`config.mk`:
```
export PLATFORM = sky130hd
export DESIGN_NAME = rgb_timing_gen
export DESIGN_NICKNAME = d
export VERILOG_FILES = /design/src/rtl/rgb_tg_pkg.sv /design/src/rtl/rgb_tg_counter.sv /design/src/rtl/rgb_tg_region.sv /design/src/rtl/rgb_tg_colour.sv /design/src/rtl/rgb_timing_gen.sv
export SDC_FILE = /design/constraint.sdc
export NUM_CORES = 1
export LEC_CHECK = 0
export BUFFER_PORTS_ARGS = -buffer_cell sky130_fd_sc_hd__buf_2
export CAP_MARGIN = 15
export CORE_ASPECT_RATIO = 1.4
export CORE_MARGIN = 2
export CORE_UTILIZATION = 58
export DETAILED_ROUTE_END_ITERATION = 16
export HOLD_SLACK_MARGIN = 0.15
export PLACE_DENSITY = 0.84
export RECOVER_POWER = 25
export SYNTH_ARGS = -nofsm -noshare
export SYNTH_HDL_FRONTEND = slang
export SYNTH_SLANG_ARGS = --single-unit
```
`constraint.sdc`:
```
create_clock -name clk -period 7.4 [get_ports clk]
set_input_delay 1.11 -clock clk [delete_from_list [all_inputs] [get_ports clk]]
set_output_delay 1.11 -clock clk [all_outputs]
set_load 0.02 [all_outputs]
```
`src/rtl/rgb_tg_pkg.sv`:
```
package rgb_tg_pkg;
  localparam int CNT_W  = 12;
  localparam int COMP_W = 8;
  localparam int N_CH   = 3;
  localparam int PIX_W  = N_CH * COMP_W;

  typedef logic [COMP_W-1:0] comp_t;
  typedef logic [PIX_W-1:0]  pix_t;

  typedef enum logic [1:0] {SRC_SAME = 2'd0, SRC_RED = 2'd1, SRC_GRN = 2'd2, SRC_BLU = 2'd3} src_e;
  typedef enum logic [1:0] {FMT_10B = 2'd0, FMT_6B = 2'd1, FMT_8B = 2'd2, FMT_565 = 2'd3} fmt_e;

  typedef struct packed {
    logic [CNT_W-1:0] hs_w, h_bp, h_act, h_tot;
    logic [CNT_W-1:0] vs_w, v_bp, v_act, v_tot;
  } tg_timing_t;

  function automatic logic fn_in_window(input logic [CNT_W-1:0] cnt, input logic [CNT_W-1:0] sw,
                                        input logic [CNT_W-1:0] bp, input logic [CNT_W-1:0] len);
    logic [CNT_W+1:0] lo, hi, c;
    c  = {2'b00, cnt};
    lo = {2'b00, sw} + {2'b00, bp};
    hi = lo + {2'b00, len};
    return (c >= lo) && (c < hi);
  endfunction

  function automatic comp_t fn_pick(input src_e s, input int own, input comp_t r, input comp_t g, input comp_t b);
    case (s)
      SRC_RED: return r;
      SRC_GRN: return g;
      SRC_BLU: return b;
      default: return (own == 0) ? r : ((own == 1) ? g : b);
    endcase
  endfunction

  function automatic comp_t fn_flip(input comp_t x);
    comp_t y;
    for (int i = 0; i < COMP_W; i++) y[i] = x[COMP_W-1-i];
    return y;
  endfunction

  function automatic int fn_keep_bits(input fmt_e f, input int ch);
    case (f)
      FMT_6B:  return COMP_W - 2;
      FMT_565: return (ch == 1) ? COMP_W - 2 : COMP_W - 3;
      default: return COMP_W;
    endcase
  endfunction

  function automatic comp_t fn_trim(input comp_t x, input int keep);
    comp_t y;
    for (int i = 0; i < COMP_W; i++) y[i] = (i >= COMP_W - keep) ? x[i] : 1'b0;
    return y;
  endfunction
endpackage

```
`src/rtl/rgb_tg_counter.sv`:
```
module rgb_tg_counter
  import rgb_tg_pkg::*;
(
  input  logic             clk,
  input  logic             rst_n,
  input  tg_timing_t       cfg_in,
  output tg_timing_t       tm,
  output logic             armed,
  output logic [CNT_W-1:0] hcnt,
  output logic [CNT_W-1:0] vcnt,
  output logic             frame_wrap
);
  logic line_end;

  assign line_end   = armed && (hcnt == tm.h_tot - 1'b1);
  assign frame_wrap = line_end && (vcnt == tm.v_tot - 1'b1);

  always_ff @(posedge clk) begin
    if (!rst_n) begin
      armed <= 1'b0;
      hcnt  <= '0;
      vcnt  <= '0;
      tm    <= '0;
    end else if (!armed) begin
      armed <= 1'b1;
      tm    <= cfg_in;
    end else if (line_end) begin
      hcnt <= '0;
      if (frame_wrap) begin
        vcnt <= '0;
        tm   <= cfg_in;
      end else begin
        vcnt <= vcnt + 1'b1;
      end
    end else begin
      hcnt <= hcnt + 1'b1;
    end
  end
endmodule

```
`src/rtl/rgb_tg_region.sv`:
```
module rgb_tg_region
  import rgb_tg_pkg::*;
(
  input  logic             armed,
  input  tg_timing_t       tm,
  input  logic [CNT_W-1:0] hcnt,
  input  logic [CNT_W-1:0] vcnt,
  output logic             hs_act,
  output logic             vs_act,
  output logic             act_now
);
  logic h_in, v_in;

  always_comb begin
    h_in    = fn_in_window(hcnt, tm.hs_w, tm.h_bp, tm.h_act);
    v_in    = fn_in_window(vcnt, tm.vs_w, tm.v_bp, tm.v_act);
    hs_act  = armed && (hcnt < tm.hs_w);
    vs_act  = armed && (vcnt < tm.vs_w);
    act_now = armed && h_in && v_in;
  end
endmodule

```
`src/rtl/rgb_tg_colour.sv`:
```
module rgb_tg_colour
  import rgb_tg_pkg::*;
(
  input  pix_t       pix_in,
  input  src_e       src_r,
  input  src_e       src_g,
  input  src_e       src_b,
  input  logic       bit_flip,
  input  fmt_e       fmt,
  output pix_t       pix_out
);
  comp_t comp_in [N_CH];
  src_e  src_sel [N_CH];

  always_comb begin
    for (int c = 0; c < N_CH; c++)
      comp_in[c] = pix_in[PIX_W-1-c*COMP_W -: COMP_W];
    src_sel[0] = src_r;
    src_sel[1] = src_g;
    src_sel[2] = src_b;
  end

  for (genvar c = 0; c < N_CH; c++) begin : g_ch
    comp_t picked, oriented;
    always_comb begin
      picked   = fn_pick(src_sel[c], c, comp_in[0], comp_in[1], comp_in[2]);
      oriented = bit_flip ? fn_flip(picked) : picked;
    end
    assign pix_out[PIX_W-1-c*COMP_W -: COMP_W] = fn_trim(oriented, fn_keep_bits(fmt, c));
  end
endmodule

```
`src/rtl/rgb_timing_gen.sv`:
```
module rgb_timing_gen
  import rgb_tg_pkg::*;
(
  input  logic             clk,
  input  logic             rst_n,
  input  logic [CNT_W-1:0] cfg_hs_width,
  input  logic [CNT_W-1:0] cfg_h_back,
  input  logic [CNT_W-1:0] cfg_h_active,
  input  logic [CNT_W-1:0] cfg_h_total,
  input  logic [CNT_W-1:0] cfg_vs_width,
  input  logic [CNT_W-1:0] cfg_v_back,
  input  logic [CNT_W-1:0] cfg_v_active,
  input  logic [CNT_W-1:0] cfg_v_total,
  input  logic             cfg_inv_hs,
  input  logic             cfg_inv_vs,
  input  logic             cfg_inv_de,
  input  logic             cfg_inv_pclk,
  input  logic [1:0]       cfg_src_r,
  input  logic [1:0]       cfg_src_g,
  input  logic [1:0]       cfg_src_b,
  input  logic             cfg_bit_flip,
  input  logic [1:0]       cfg_fmt,
  input  logic             pix_valid,
  input  logic [PIX_W-1:0] pix_data,
  output logic             pix_ready,
  output logic             out_hsync,
  output logic             out_vsync,
  output logic             out_de,
  output logic             out_pclk_en,
  output logic [PIX_W-1:0] out_data,
  output logic             underflow
);
  tg_timing_t       cfg_tm, tm;
  logic             armed, frame_wrap;
  logic [CNT_W-1:0] hcnt, vcnt;
  logic             hs_act, vs_act, act_now;
  pix_t             shaped;

  assign cfg_tm = '{hs_w: cfg_hs_width, h_bp: cfg_h_back, h_act: cfg_h_active, h_tot: cfg_h_total,
                    vs_w: cfg_vs_width, v_bp: cfg_v_back, v_act: cfg_v_active, v_tot: cfg_v_total};

  rgb_tg_counter u_cnt (
    .clk        (clk),
    .rst_n      (rst_n),
    .cfg_in     (cfg_tm),
    .tm         (tm),
    .armed      (armed),
    .hcnt       (hcnt),
    .vcnt       (vcnt),
    .frame_wrap (frame_wrap)
  );

  rgb_tg_region u_reg (
    .armed   (armed),
    .tm      (tm),
    .hcnt    (hcnt),
    .vcnt    (vcnt),
    .hs_act  (hs_act),
    .vs_act  (vs_act),
    .act_now (act_now)
  );

  rgb_tg_colour u_col (
    .pix_in   (pix_data),
    .src_r    (src_e'(cfg_src_r)),
    .src_g    (src_e'(cfg_src_g)),
    .src_b    (src_e'(cfg_src_b)),
    .bit_flip (cfg_bit_flip),
    .fmt      (fmt_e'(cfg_fmt)),
    .pix_out  (shaped)
  );

  assign pix_ready = act_now;

  always_ff @(posedge clk) begin
    if (!rst_n) begin
      out_hsync   <= 1'b0;
      out_vsync   <= 1'b0;
      out_de      <= 1'b0;
      out_pclk_en <= 1'b0;
      out_data    <= '0;
      underflow   <= 1'b0;
    end else begin
      out_hsync   <= hs_act  ^ cfg_inv_hs;
      out_vsync   <= vs_act  ^ cfg_inv_vs;
      out_de      <= act_now ^ cfg_inv_de;
      out_pclk_en <= armed   ^ cfg_inv_pclk;
      out_data    <= (act_now && pix_valid) ? shaped : '0;
      if (act_now && !pix_valid) underflow <= 1'b1;
    end
  end
endmodule

```
### Yosys cells after proc, flatten, opt, wreduce, memory -nomap -nowiden

Cells that the tools add are included.

* reductions and logical operators: 30
* magnitude comparators: 22
* add/subtract/negate cells: 10
* muxes and demuxes: 14
* bitwise gates (word level): 4
* equality and inequality tests: 12

Operators by type and width (number)
* $mux W96: 3
* $ge A4 B32 Y1 const A: 4
* $ge A3 B32 Y1 const A: 2
* $pmux W8 S2: 3
* $reduce_and A3 Y1: 16
* $ge A1 B32 Y1 const A: 1
* $ge A2 B32 Y1 const A: 1
* $add A14 B12 Y14: 2
* $ge A12 B14 Y1: 2
* $lt A12 B14 Y1: 2
* $add A12 B12 Y13: 2
* $add A12 B1 Y12 const B: 2
* $eq A12 B12 Y1: 2
* $lt A12 B12 Y1: 2
* $mux W12: 2
* $mux W8: 3
* $sub A12 B1 Y12 const B: 2
* $ge A4 B5 Y1 const A: 4
* $eq A2 B2 Y1 const B: 5
* $ge A3 B5 Y1 const A: 2
* $logic_and A1 B1 Y1: 10
* $sub A4 B4 Y5 const A: 2
* $pmux W4 S2: 1
* $eq A2 B1 Y1 const B: 3
* 9 further kinds: 14

* word-level logic and storage cells: 124
* input port bits: 136
* bits in registers: 150

### Logic depth before layout (Yosys ltp)

Gate-level depths: netlist of the first run.

* word-level depth: 8
* gate-level depth with buffers: 25
* mapped depth without buffers: 23

### Hierarchy

Synthesis of the first run repeated with hierarchy kept, for this count alone.

* cell total of the unflattened synthesis: 1325
* area total of the unflattened synthesis: 11308.3 um^2

Modules (own cells, without submodules)
* rgb_tg_counter: sequential area each 2422.3 um^2, area an instance 5720.5 um^2, cells an instance 656, instances 1
* rgb_tg_region: sequential area each 0.0 um^2, area an instance 3689.8 um^2, cells an instance 480, instances 1
* rgb_tg_colour: sequential area each 0.0 um^2, area an instance 1038.5 um^2, cells an instance 123, instances 1
* rgb_timing_gen: sequential area each 580.6 um^2, area an instance 859.6 um^2, cells an instance 66, instances 1

### Worst setup path before layout of the first run

No wires, ideal clock.

* kind: register to output
* from: reg, netlist name u_cnt.tm[72]
* to: out pix_ready
* cell stages (with the launch flop): 21
* path slack: 1.555 ns
* arrival time: 4.735 ns
* data required time: 6.290 ns
* path buffers: 0
* cell sequence: dfxtp_1 -> ha_1 -> fa_1 -> a21o_1 -> a21oi_1 -> o21bai_1 -> a2111oi_0 -> or2_2 -> xnor2_1 -> ha_1 -> a21oi_1 -> nand2b_1 -> nand4b_1 -> a21oi_1 -> xor2_1 -> ha_1 -> a211o_1 -> a211oi_1 -> a21oi_1 -> a32o_1 -> nor3_1

* word-level cells in the longest chain between the ends: 6

RTL lines
* $add A12 B12 Y13 *: RTL line rgb_tg_pkg.sv:22 `lo = {2'b00, sw} + {2'b00, bp};`
* $add A14 B12 Y14: RTL line rgb_tg_pkg.sv:23 `hi = lo + {2'b00, len};`
* $lt A12 B14 Y1: RTL line rgb_tg_pkg.sv:24 `return (c >= lo) && (c < hi);`
* $logic_and A1 B1 Y1 *: RTL line rgb_tg_pkg.sv:24
* $logic_and A1 B1 Y1 * (2 in series): RTL line rgb_tg_region.sv:19 `act_now = armed && h_in && v_in;`
* to (decl): RTL line rgb_timing_gen.sv:25 `output logic pix_ready,`

Mark *: on every way between the ends. The rest lies on a longest branch, timed or not.

### Worst setup path after layout of the first run

* from: reg, netlist name u_cnt.tm[72]
* to: out pix_ready

* word-level cells in the longest chain between the ends: 6

RTL lines (RTL line)
* $add A12 B12 Y13 *: rgb_tg_pkg.sv:22
* $add A14 B12 Y14: rgb_tg_pkg.sv:23
* $lt A12 B14 Y1: rgb_tg_pkg.sv:24
* $logic_and A1 B1 Y1 *: rgb_tg_pkg.sv:24
* $logic_and A1 B1 Y1 * (2 in series): rgb_tg_region.sv:19

Marked as above.

==> results.md, run 1 <==
* Initial Util at 0.5880
* Worst-skew pair later-pin latency at between 400 and 500 ps
* Worst Tran Pin Value at around 2600 ps
* CTS tree: yes
* Syn Inst Count at 1289
* Vias post-DR at slightly below 10000
* Global-route wire length before repair at 45110 µm
* Failing checks: max-capacitance violations, max-slew violations
* Final Setup Violations at 0
* Max H-tree Level at 4
* Mean Syn Cell Area at 8.144 µm²
* ANT cells at 0
* Largest net degree at the start of global routing at between 100 and 150
* Post-route cell area at approximately 12000 µm²
* Die area at approximately 19000 µm²
* Post-synth design cell area at approximately 10000 µm²
* Post CTS Setup Buffer Count at 0
* Final setup TNS at 0 ps
* Core box area at around 18000 µm²
* Req. time, crit path at ~6300 ps
* Crit share post-route at 0.9303
* WL/cell at about 17 µm
* GRT Resource Usage Total at 0.2890
* XOR/XNOR Fraction of Synth Area at 0.07008
* Peak VDD IR at ~0.00013 V
* Post-synthesis adder-cell area fraction at 0.1578
* Detailed Routing Iterations Pass 1 at 6
* CTS clk-pin slew, worst paths at around 60 ps
* Drt via density at slightly below 6
* WL final at approximately 28000 µm
* Die H at around 160 µm
* Top cells by area, synth: dfxtp_1 (29%), ha_1 (15%), nand3_1 (5.7%)
* Sequential fraction of the synthesis area at 0.2861
* Relative slew margins at -0.7366
* Most instantiated library cell after synthesis: dfxtp_1
* Total power per unit cell area at just under 200 nW/µm²
* Final Net Count at 1678
* Share of cells above drive strength 1 at 0.1284
* Congestion Overflow GR at 0
* Post-CTS sizing at 0
* Initial DRC Count at 739
* P_leak at 0.005305 µW
* Vias in the first global route at 9685
* Synth top cells by count: dfxtp_1 (150), ha_1 (126), nand2_1 (123)
* Largest family of logic cells by synthesized area: simple AND/OR/NAND/NOR gates
* RSZ-0062 raised after global routing: false
* Status: complete, but fails checks
* CTS sink count at 150
* GPL Wtd Cong at between 0.9 and 1
* Max Cap Viol at 3
* Die W at between 100 and 150 µm
* Post-synthesis compound-gate area fraction at 0.1833
* DRT antenna net count at 0
* Reg2reg path depth at 22
* Hold path cells at 2
* Post-layout min period at between 6000 and 7000 ps
* Dpl hpwl at 20940 µm
* Area share of and/or/nand/nor cells after synthesis at 0.2030
* Crit Path Category: reg -> out
* Yosys reg bits at 150
* Initial antenna violation count at 0
* Leading area contributor after synthesis: dfxtp_1
* Clock buffer count from CTS at 17
* Clk buf depth at 2
* Placed cell area at around 11000 µm²
* Synth unique cells at between 60 and 70
* Row count at 58
* Setup crit start kind: flip-flop
* P&R area growth vs syn at 13.81%
* Critical Path End Type: output port
* Top cell type's share of synthesized area at 0.2861
* Clock skew at between 9 and 10 ps
* Fin. max-slew vios at 213
* IO Count at about 170
* Post-synth EDFFs at 0
* Hold Path Class: reg -> reg
* Root Driver: clkbuf_16
* CP max FO at 3
* Hold Violations, Final at 0
* Yosys warnings at 0
* Dominant synthesized flop cell: dfxtp_1
* WP data arrival at roughly 5800 ps
* Ys async rst share at 0
* Min Hold Slack at 463.2 ps
* Port buffer count at approximately 170
* Mapped Nets at between 1500 and 2000
* DR DRC count at 0
* Post-synthesis mux area share at 0.04219
* Cts hold-fix bufs at 0
* Fmax at between 0.1 and 0.15 GHz
## critical path, cell delays in order (launching register included)
cell and delay [ps]:
dfxtp_1 320, ha_1 240, fa_1 410, a21o_1 200, a21oi_1 240, o21bai_1 120
a2111oi_0 610, or2_2 220, xnor2_1 180, ha_1 310, a21oi_1 160, nand2b_1 120
nand4b_1 110, a21oi_1 190, xor2_1 170, ha_1 260, a211o_1 320, a211oi_1 210
a21oi_1 100, a32o_1 270, nor3_1 340, buf_2 240
## through the flow
step             util  instances  setup WS, ps  power, µW
2_1_floorplan       -       1289          1555       1233
3_3_place_gp   0.6356       1633          1179       1346
3_5_place_dp   0.6356       1633          1052       1362
4_1_cts        0.6719       1665         520.3       2325
5_1_grt        0.6693       1665         204.6       2429
6_report       0.6693       1665         516.0       2322
## layout by cell type, fill, tap and decap left out, types with 9 or more instances in the layout
master / instances
dfxtp_1: 150
buf_2: 135
ha_1: 126
nand2_1: 123
nand3_1: 120
o21ai_0: 89
inv_1: 71
a21oi_1: 63
nor2_1: 57
xnor2_1: 49
mux2i_1: 42
xor2_1: 35
clkbuf_1: 33
o31ai_1: 32
o21ai_1: 28
a21o_1: 18
nor3_1: 18
nand2b_1: 18
and2_1: 18
clkbuf_16: 17
and3_1: 14
nor2b_1: 11
or3_1: 10
a31oi_1: 10
o21a_1: 9
## state kept, by name, summed over array words and instances, names as in the netlist
name / cells
out_data: 24
out_pclk_en: 1
out_vsync: 1
out_hsync: 1
u_cnt.tm: 96
u_cnt.vcnt: 12
out_de: 1
u_cnt.armed: 1
underflow: 1
u_cnt.hcnt: 12
## kinds of logic (layout without fill, tap and decap cells)
family          after synthesis  after routing
mux                          44             44
flops                       150            150
simple gates                432            432
xor+xnor                     84             84
buf+inv                     138            274
fa+ha+maj                   130            130
compound gates              311            311
## worst paths after layout
path | from | to | slack, ps
min reg2reg | u_cnt.tm[27] | u_cnt.tm[27] | 460
min | u_cnt.tm[27] | u_cnt.tm[27] | 460
max reg2reg | u_cnt.tm[72] | out_data[1] | 1830
max | u_cnt.tm[72] | pix_ready | 520
## report_power, final
part	internal, µW	switching (µW)	total [µW]
clock network	608	358	966
logic	206	272	478
registers	842	35.9	878
total	1660	665	2320
## metal layers
metal  wire length [µm]  global-route usage
met3               1381             0.05168
met4               1802              0.1889
met2              14320              0.5399
met5                  0                   0
met1              10560              0.2942
## layout make-up
class | count | area, µm²
multi-input cells | 1001 | 6908
fillers | 1529 | 5904
flip-flops and latches | 150 | 3003
repair buffers | 170 | 819.5
clock buffers | 20 | 446.7
well taps | 240 | 300.3
inverters | 72 | 270.3
clock inverters | 12 | 200.2
Note: power is estimated with default switching activity, not from simulation.
==> inputs of run 2 (changes only) <==
- ABC_AREA: unset -> 1
- CORE_UTILIZATION: 58 -> 59
- PLACE_DENSITY: 0.84 -> 0.85
==> run 2 against run 1 <==
Compared with the run above: the flow still finishes with violations (max-capacitance violations, max-slew violations); first-iteration DRC count decreased by 2.6%; non-clock buffer count is the same; fmax up 22%; clock power fell by 15%; wire length increased by 7.7%; worst hold slack worse by 13 ps; clock-buffer cell count is 2 lower; synthesized cell count increased by 40%; critical path depth grew 4; clock skew barely moved; final cell count is 32% higher; via count rose by 20%; largest cell class unchanged.
==> results.md, run 2 <==
* Top cell type's share of synthesized area at 0.2548 (was 0.2861)
* Core box area at 19770 µm² (was 17850 µm²)
* Post-CTS sizing at 0 (unchanged)
* Internal at 1549 µW (was 1657 µW)
* Max Cap Viol at 4 (was 3)
* GRT Resource Usage Total at 0.2878 (was 0.2890)
* Commonest non-fill, non-tap cell in the layout: nand2_1 (was dfxtp_1)
* Cts hold-fix bufs at 0 (unchanged)
* Crit share post-route at 0.7642 (was 0.9303)
* Post-layout min period at 5655 ps (was 6884 ps)
* Post-synth EDFFs at 0 (unchanged)
* CP max FO at 4 (was 3)
* Req. time, crit path at 6290 ps (about the same)
* Relative slew margins at -1.328 (was -0.7366)
* Critical Path End Type: output port (unchanged)
* Failing checks: max-capacitance violations, max-slew violations (unchanged)
* Met2 Use GR at 0.5117 (was 0.5399)
* Global-route wire length before repair at 49050 µm (was 45110 µm)
* DRT antenna net count at 0 (unchanged)
* Clock buffer count from CTS at 17 (unchanged)
* Die area at 21140 µm² (was 19210 µm²)
* Dominant synthesized flop cell: dfxtp_1 (unchanged)
* Hold Path Class: reg -> reg (unchanged)
* Met3 usage at 0.04476 (was 0.05168)
* Synth unique cells at 40 (was 67)
* WL/cell at 13.78 µm (was 16.86 µm)
* Initial Util at 0.5963 (was 0.5880)
* ANT cells at 0 (unchanged)
* Seq pwr share at 0.372 (was 0.378)
* Final setup TNS at 0 ps (unchanged)
* Port buffer count at 165 (unchanged)
* Ys async rst share at 0 (unchanged)
* Gate power share at 0.280 (was 0.206)
* Reg2reg setup slack at 2280 ps (was 1830 ps)
* Post-synth design cell area at 11790 µm² (was 10500 µm²)
* Synth top cells by count: nand2_1 (380), inv_1 (256), nor2_1 (217) (was dfxtp_1 (150), ha_1 (126), nand2_1 (123))
* Most numerous cell on the critical path: nand2_1 (was a21oi_1)
* Clock skew at 9.359 ps (was 9.078 ps)
* Clk pwr share at 0.348 (was 0.416)
* Total power per unit cell area at 181.2 nW/µm² (was 194.4 nW/µm²)
* Die H at 171.2 µm (was 163.2 µm)
* CTS clk-pin slew, worst paths at 70 ps (was 60 ps)
* Dpl hpwl at 22810 µm (was 20940 µm)
* Worst-skew pair later-pin latency at 440 ps (was 430 ps)
* Top cells by area, synth: dfxtp_1 (25%), ha_1 (13%), nand2_1 (12%) (was dfxtp_1 (29%), ha_1 (15%), nand3_1 (5.7%))
* WL final at 30240 µm (was 28070 µm)
* Fin. max-slew vios at 300 (was 213)
* Detailed Routing Iterations Pass 1 at 5 (was 6)
* Status: complete, but fails checks (unchanged)
* CTS sink count at 150 (unchanged)
* CTS tree: yes (unchanged)
* P_leak at 0.006867 µW (was 0.005305 µW)
* Slowest stage delay, CP at 390 ps (was 610 ps)
* Drt via density at 5.390 (was 5.922)
* Mean Syn Cell Area at 6.516 µm² (was 8.144 µm²)
* Number of flip-flops in the largest register at 96 (unchanged)
* Largest Register: u_cnt.tm (unchanged)
* Gr busiest metal: met2 (unchanged)
* Yosys warnings at 0 (unchanged)
* Largest net degree at the start of global routing at 98 (was 129)
* Most frequent cells in the layout: nand2_1 (380), inv_1 (256), nor2_1 (217), a21oi_1 (203), nand3_1 (157) (was dfxtp_1 (150), buf_2 (135), ha_1 (126), nand2_1 (123), nand3_1 (120))
* CP max-delay cell: fa_1 (was a2111oi_0)
* Max H-tree Level at 4 (unchanged)
* Yosys reg bits at 150 (unchanged)
* Peak VDD IR at 0.0001768 V (was 0.0001310 V)
* Congestion Overflow GR at 0 (unchanged)
* Top flop regs: u_cnt.tm x96, out_data x24 (unchanged)
* Worst Tran Pin Value at 3492 ps (was 2605 ps)
* RSZ-0062 raised after global routing: false (unchanged)
* Row count at 61 (was 58)
* Leading area contributor after synthesis: dfxtp_1 (unchanged)
* Placed cell area at 12570 µm² (was 11350 µm²)
* Die W at 123.5 µm (was 117.7 µm)
* GRT met1 Usage at 0.3253 (was 0.2942)
* Sequential fraction of the synthesis area at 0.2548 (was 0.2861)
* # fillers at 1746 (was 1529)
* Setup crit start kind: flip-flop (unchanged)
* Final Net Count at 2195 (was 1678)
* Fmax at 0.1768 GHz (was 0.1453 GHz)
* Post CTS Setup Buffer Count at 0 (unchanged)
* Vias post-DR at 11830 (was 9860)
* Top delay family on crit path: adder cells (was compound AO/OA/AOI/OAI gates)
* Bufs and invs on worst path at 3 (was 1)
* Sw Ratio at 0.3468 (was 0.2865)
* Syn Inst Count at 1809 (was 1289)
* Initial DRC Count at 720 (was 739)
* Psw at 822.3 µW (was 665.2 µW)
* IO Count at 166 (unchanged)
* P&R area growth vs syn at 10.99% (was 13.81%)
* Initial antenna violation count at 1 (was 0)
* Vias in the first global route at 11040 (was 9685)
* Share of cells above drive strength 1 at 0.09475 (was 0.1284)
* DR DRC count at 0 (unchanged)
* WP data arrival at 4540 ps (was 5770 ps)
* Root Driver: clkbuf_16 (unchanged)
* Most instantiated library cell after synthesis: nand2_1 (was dfxtp_1)
* Post-route cell area at 13080 µm² (was 11950 µm²)
* Mapped Nets at 2075 (was 1555)
* GPL Wtd Cong at 0.9096 (was 0.9834)
* Clk buf depth at 2 (unchanged)
* Final Setup Violations at 0 (unchanged)
* Hold Violations, Final at 0 (unchanged)
* Crit Path Category: reg -> out (unchanged)
run 2: worst min-delay path, stage by stage (launching register included):
cell and delay (ps):
dfxtp_1 310, inv_1 50, a21oi_1 50
run 2: cells by family (layout without fill, tap and decap cells):
group / after synthesis / count (layout) / synth area share
flops: 150 / 150 / 0.2548
xor+xnor: 71 / 71 / 0.05275
fa+ha+maj: 130 / 130 / 0.1405
simple gates: 822 / 822 / 0.2912
compound gates: 304 / 304 / 0.1428
buf+inv: 332 / 465 / 0.1180
run 2: final cells by class:
cell class,count,area [µm²],area share
multi-input combinational,1327,7407,0.5662
sequential,150,3003,0.2295
inverter,263,987.2,0.07546
timing repair buffer,170,822.0,0.06283
clock buffer,18,429.2,0.03280
tap,252,315.3,0.02410
clock inverter,14,118.9,0.009086
run 2: path summary, 6_finish.rpt:
check	start	to	depth (start not counted)
max	u_cnt.tm[36]	pix_ready	25
min reg2reg	underflow	underflow	2
min	underflow	underflow	2
max reg2reg	u_cnt.armed	u_cnt.hcnt[10]	6
run 2: metal layers:
layer,part of all wire,vias to the layer above,routed length [µm]
met3,0.041,94,1251
met5,0.00043,-,13
met4,0.044,2,1339
li1,-,6104,-
met1,0.42,5314,12570
met2,0.50,311,15060
run 2: through the flow:
step	power [µW]	setup slack, ps	util	hold WS (ps)	std cells
2_1_floorplan	1385	2676	-	471.4	1809
3_3_place_gp	1526	2333	0.6361	436.5	2161
3_5_place_dp	1546	2230	0.6361	438.7	2161
4_1_cts	2372	1729	0.6638	449.3	2193
5_1_grt	2520	1287	0.6618	477.9	2194
6_report	2371	1745	0.6618	450.7	2194
run 2: power groups by stage:
stage / Sequential, µW / Clock (µW) / Combinational, µW
floorplan: 886 / 0 / 499
global placement: 898 / 0 / 628
detailed placement: 899 / 0 / 648
CTS: 881 / 835 / 655
global route: 887 / 869 / 765
finish: 882 / 825 / 664
==> inputs of run 3 (changes only) <==
- CORE_UTILIZATION: 59 -> 53
- PLACE_DENSITY: 0.85 -> 0.81
- clock period: 7.4 -> 5.2 ns (I/O delays scaled with it)
==> run 3 against run 2 <==
Compared with the run above: the flow still finishes with violations (max-capacitance violations, max-slew violations); utilization is 4.5 points lower; sequential share of layout area is 0.65 points lower; power is 48% higher; largest cell class unchanged; combinational power is 51% higher; non-clock buffer count is 12 higher; sequential cell count stayed put; first-iteration DRC count is 22% lower.
==> results.md, run 3 (synthesized netlist as in run 2, its figures left out) <==
* Root Driver: clkbuf_16 (unchanged)
* Hold Violations, Final at 0 (unchanged)
* Relative slew margins at -0.7585 (was -1.328)
* Reg2reg setup slack at 1050 ps (was 2280 ps)
* Commonest non-fill, non-tap cell in the layout: nand2_1 (unchanged)
* DRT antenna net count at 0 (unchanged)
* Share of cells above drive strength 1 at 0.1238 (was 0.09475)
* CP max-delay cell: dfxtp_2 (was fa_1)
* WHS Endpoint: underflow (unchanged)
* Final Net Count at 2207 (was 2195)
* WP data arrival at 4210 ps (was 4540 ps)
* Crit Path Category: reg -> out (unchanged)
* Crit share post-route at 0.9599
* WL final at 31380 µm (was 30240 µm)
* Largest Register: u_cnt.tm (unchanged)
* Final Non-Filler Cells at 2254 (was 2194)
* Vias post-DR at 12020 (was 11830)
* Max Cap Viol at 2 (was 4)
* Final core utilization at 0.6170 (was 0.6618)
* Fmax at approximately 0.20 GHz
* Top flop regs: u_cnt.tm x96, out_data x24 (unchanged)
* Vias in the first global route at 11410 (was 11040)
* Post-layout min period at 4991 ps
* P&R area growth vs syn at 14.42% (was 10.99%)
* Clk buf depth at 2 (unchanged)
* IO Count at 166 (unchanged)
* Congestion Overflow GR at 0 (unchanged)
* CP Launch Point: u_cnt.tm[36] (unchanged)
* Multi-input combinational cell area at 7614 µm² (was 7407 µm²)
* Global-route wire length before repair at 51040 µm (was 49050 µm)
* Clock buffer count from CTS at 17 (unchanged)
* Initial DRC Count at 565 (was 720)
* Initial Util at 0.5392 (was 0.5963)
* Final Setup Violations at 0 (unchanged)
* Failing checks: max-capacitance violations, max-slew violations (unchanged)
* Port buffer count at 165 (unchanged)
* Hold Path Class: reg -> reg (unchanged)
* Final setup TNS at 0 ps (unchanged)
* Cts hold-fix bufs at 0 (unchanged)
* Dpl hpwl at 23270 µm (was 22810 µm)
* P_leak at 0.006978 µW (was 0.006867 µW)
* Drt via density at 5.332 (was 5.390)
* CTS clk-pin slew, worst paths at 80 ps (was 70 ps)
* # fillers at 2023 (was 1746)
* Row count at 64 (was 61)
* Reg2reg path depth at 25 (was 6)
* Detailed Routing Iterations Pass 1 at 5 (unchanged)
* Largest net degree at the start of global routing at 78 (was 98)
* Reg2reg end: out_data[1] (was u_cnt.hcnt[10])
* Die W at 130.0 µm (was 123.5 µm)
* FF/Latch Area at 3008 µm² (was 3003 µm²)
* Peak VDD IR at 0.0002479 V (was 0.0001768 V)
* Status: complete, but fails checks (unchanged)
* DR DRC count at 0 (unchanged)
* GPL Wtd Cong at 0.9504 (was 0.9096)
* CTS sink count at 150 (unchanged)
* Total power per unit cell area at 259.6 nW/µm² (was 181.2 nW/µm²)
* Fin. max-slew vios at 106 (was 300)
* Most frequent cells in the layout: nand2_1 (374), inv_1 (254), nor2_1 (214), a21oi_1 (197), nand3_1 (152) (was nand2_1 (380), inv_1 (256), nor2_1 (217), a21oi_1 (203), nand3_1 (157))
* Hold path cells at 2 (unchanged)
* Slowest stage delay, CP at 350 ps (was 390 ps)
* Pre-CTS WS at 298.4 ps (was 2230 ps)
* Number of flip-flops in the largest register at 96 (unchanged)
* Clock skew at 14.52 ps (was 9.359 ps)
* CP max FO at 4 (unchanged)
* Die area at 23470 µm² (was 21140 µm²)
* CTS tree: yes (unchanged)
* Final WS setup at 208.6 ps (was 1745 ps)
* GRT Resource Usage Total at 0.2667 (was 0.2878)
* Placed insts at 2208 (was 2161)
* Power, Total at 3502 µW (was 2371 µW)
* WL/cell at 13.92 µm (was 13.78 µm)
* Worst Tran Pin Value at 2638 ps (was 3492 ps)
* Initial antenna violation count at 4 (was 1)
* Worst min-delay path startpoint: underflow (unchanged)
* Max H-tree Level at 4 (unchanged)
* Most numerous cell on the critical path: nand2_1 (unchanged)
* Core box area at 21860 µm² (was 19770 µm²)
* Worst-skew pair later-pin latency at 450 ps (was 440 ps)
* Critical Path End Type: output port (unchanged)
* Req. time, crit path at 4420 ps (was 6290 ps)
* Die H at 180.5 µm (was 171.2 µm)
* Reg-to-Reg Start: u_cnt.tm[36] (was u_cnt.armed)
* Setup crit start kind: flip-flop (unchanged)
run 3: cell types whose count changed in the layout (fill, tap and decap cells not counted), sizes merged:
cell      change
buf          +14
bufinv        +1
clkbuf        -3
clkinvlp      -2
diode         +3
inv           +2
run 3: through the flow:
stage               hold slack, ps  area (µm²)
floorplan                    471.4       11790
global placement             435.8       12650
detailed placement           443.8       12650
CTS                          455.4       13270
global route                 503.0       13480
finish                       455.9       13490
run 3: cell type report:
| type | instances | share of cell area |
|---|---|---|
| flip-flops and latches | 150 | 0.2230 |
| well taps | 297 | 0.02755 |
| clock inverters | 15 | 0.01187 |
| clock buffers | 17 | 0.03154 |
| repair buffers | 182 | 0.06781 |
| inverters | 263 | 0.07319 |
| diodes | 3 | 0.0005566 |
| multi-input cells | 1327 | 0.5645 |
run 3: critical path: cells and delay by family (launching register included):
family	cells	cell delay, ps
adder cells (fa/ha/maj)	4	1100
AND/OR/NAND/NOR	10	940
AO/OA/AOI/OAI	6	750
XOR/XNOR	2	360
flip-flops	1	350
buffers and inverters	3	260
run 3: per-layer routing:
layer	track usage	up-vias	wire, µm
li1	-	6135	-
met3	0.04810	90	1369
met5	0	-	7
met1	0.3042	5478	12810
met2	0.4702	313	15830
met4	0.1308	2	1360
run 3: how the worst max path moves through the flow:
stage	endpoint	slack (ps)	cells past startpoint
after floorplan	pix_ready	810	24
after global placement	pix_ready	440	25
after detailed placement	pix_ready	300	25
after CTS	pix_ready	30	23
after global routing	pix_ready	-130	24
final	pix_ready	210	25
run 3: power breakdown:
part	internal, µW	switching (µW)	leakage [µW]	total (µW)
sequential	1200	53.2	0.00124	1260
combinational	404	599	0.00546	1000
clock	677	563	0.000281	1240
total	2290	1220	0.00698	3500
run 3: what timing repair did:
action	CTS	global route
gates resized for setup	7	46
setup buffers	2	9
pin swaps	3	19
setup endpoints to repair	1	1
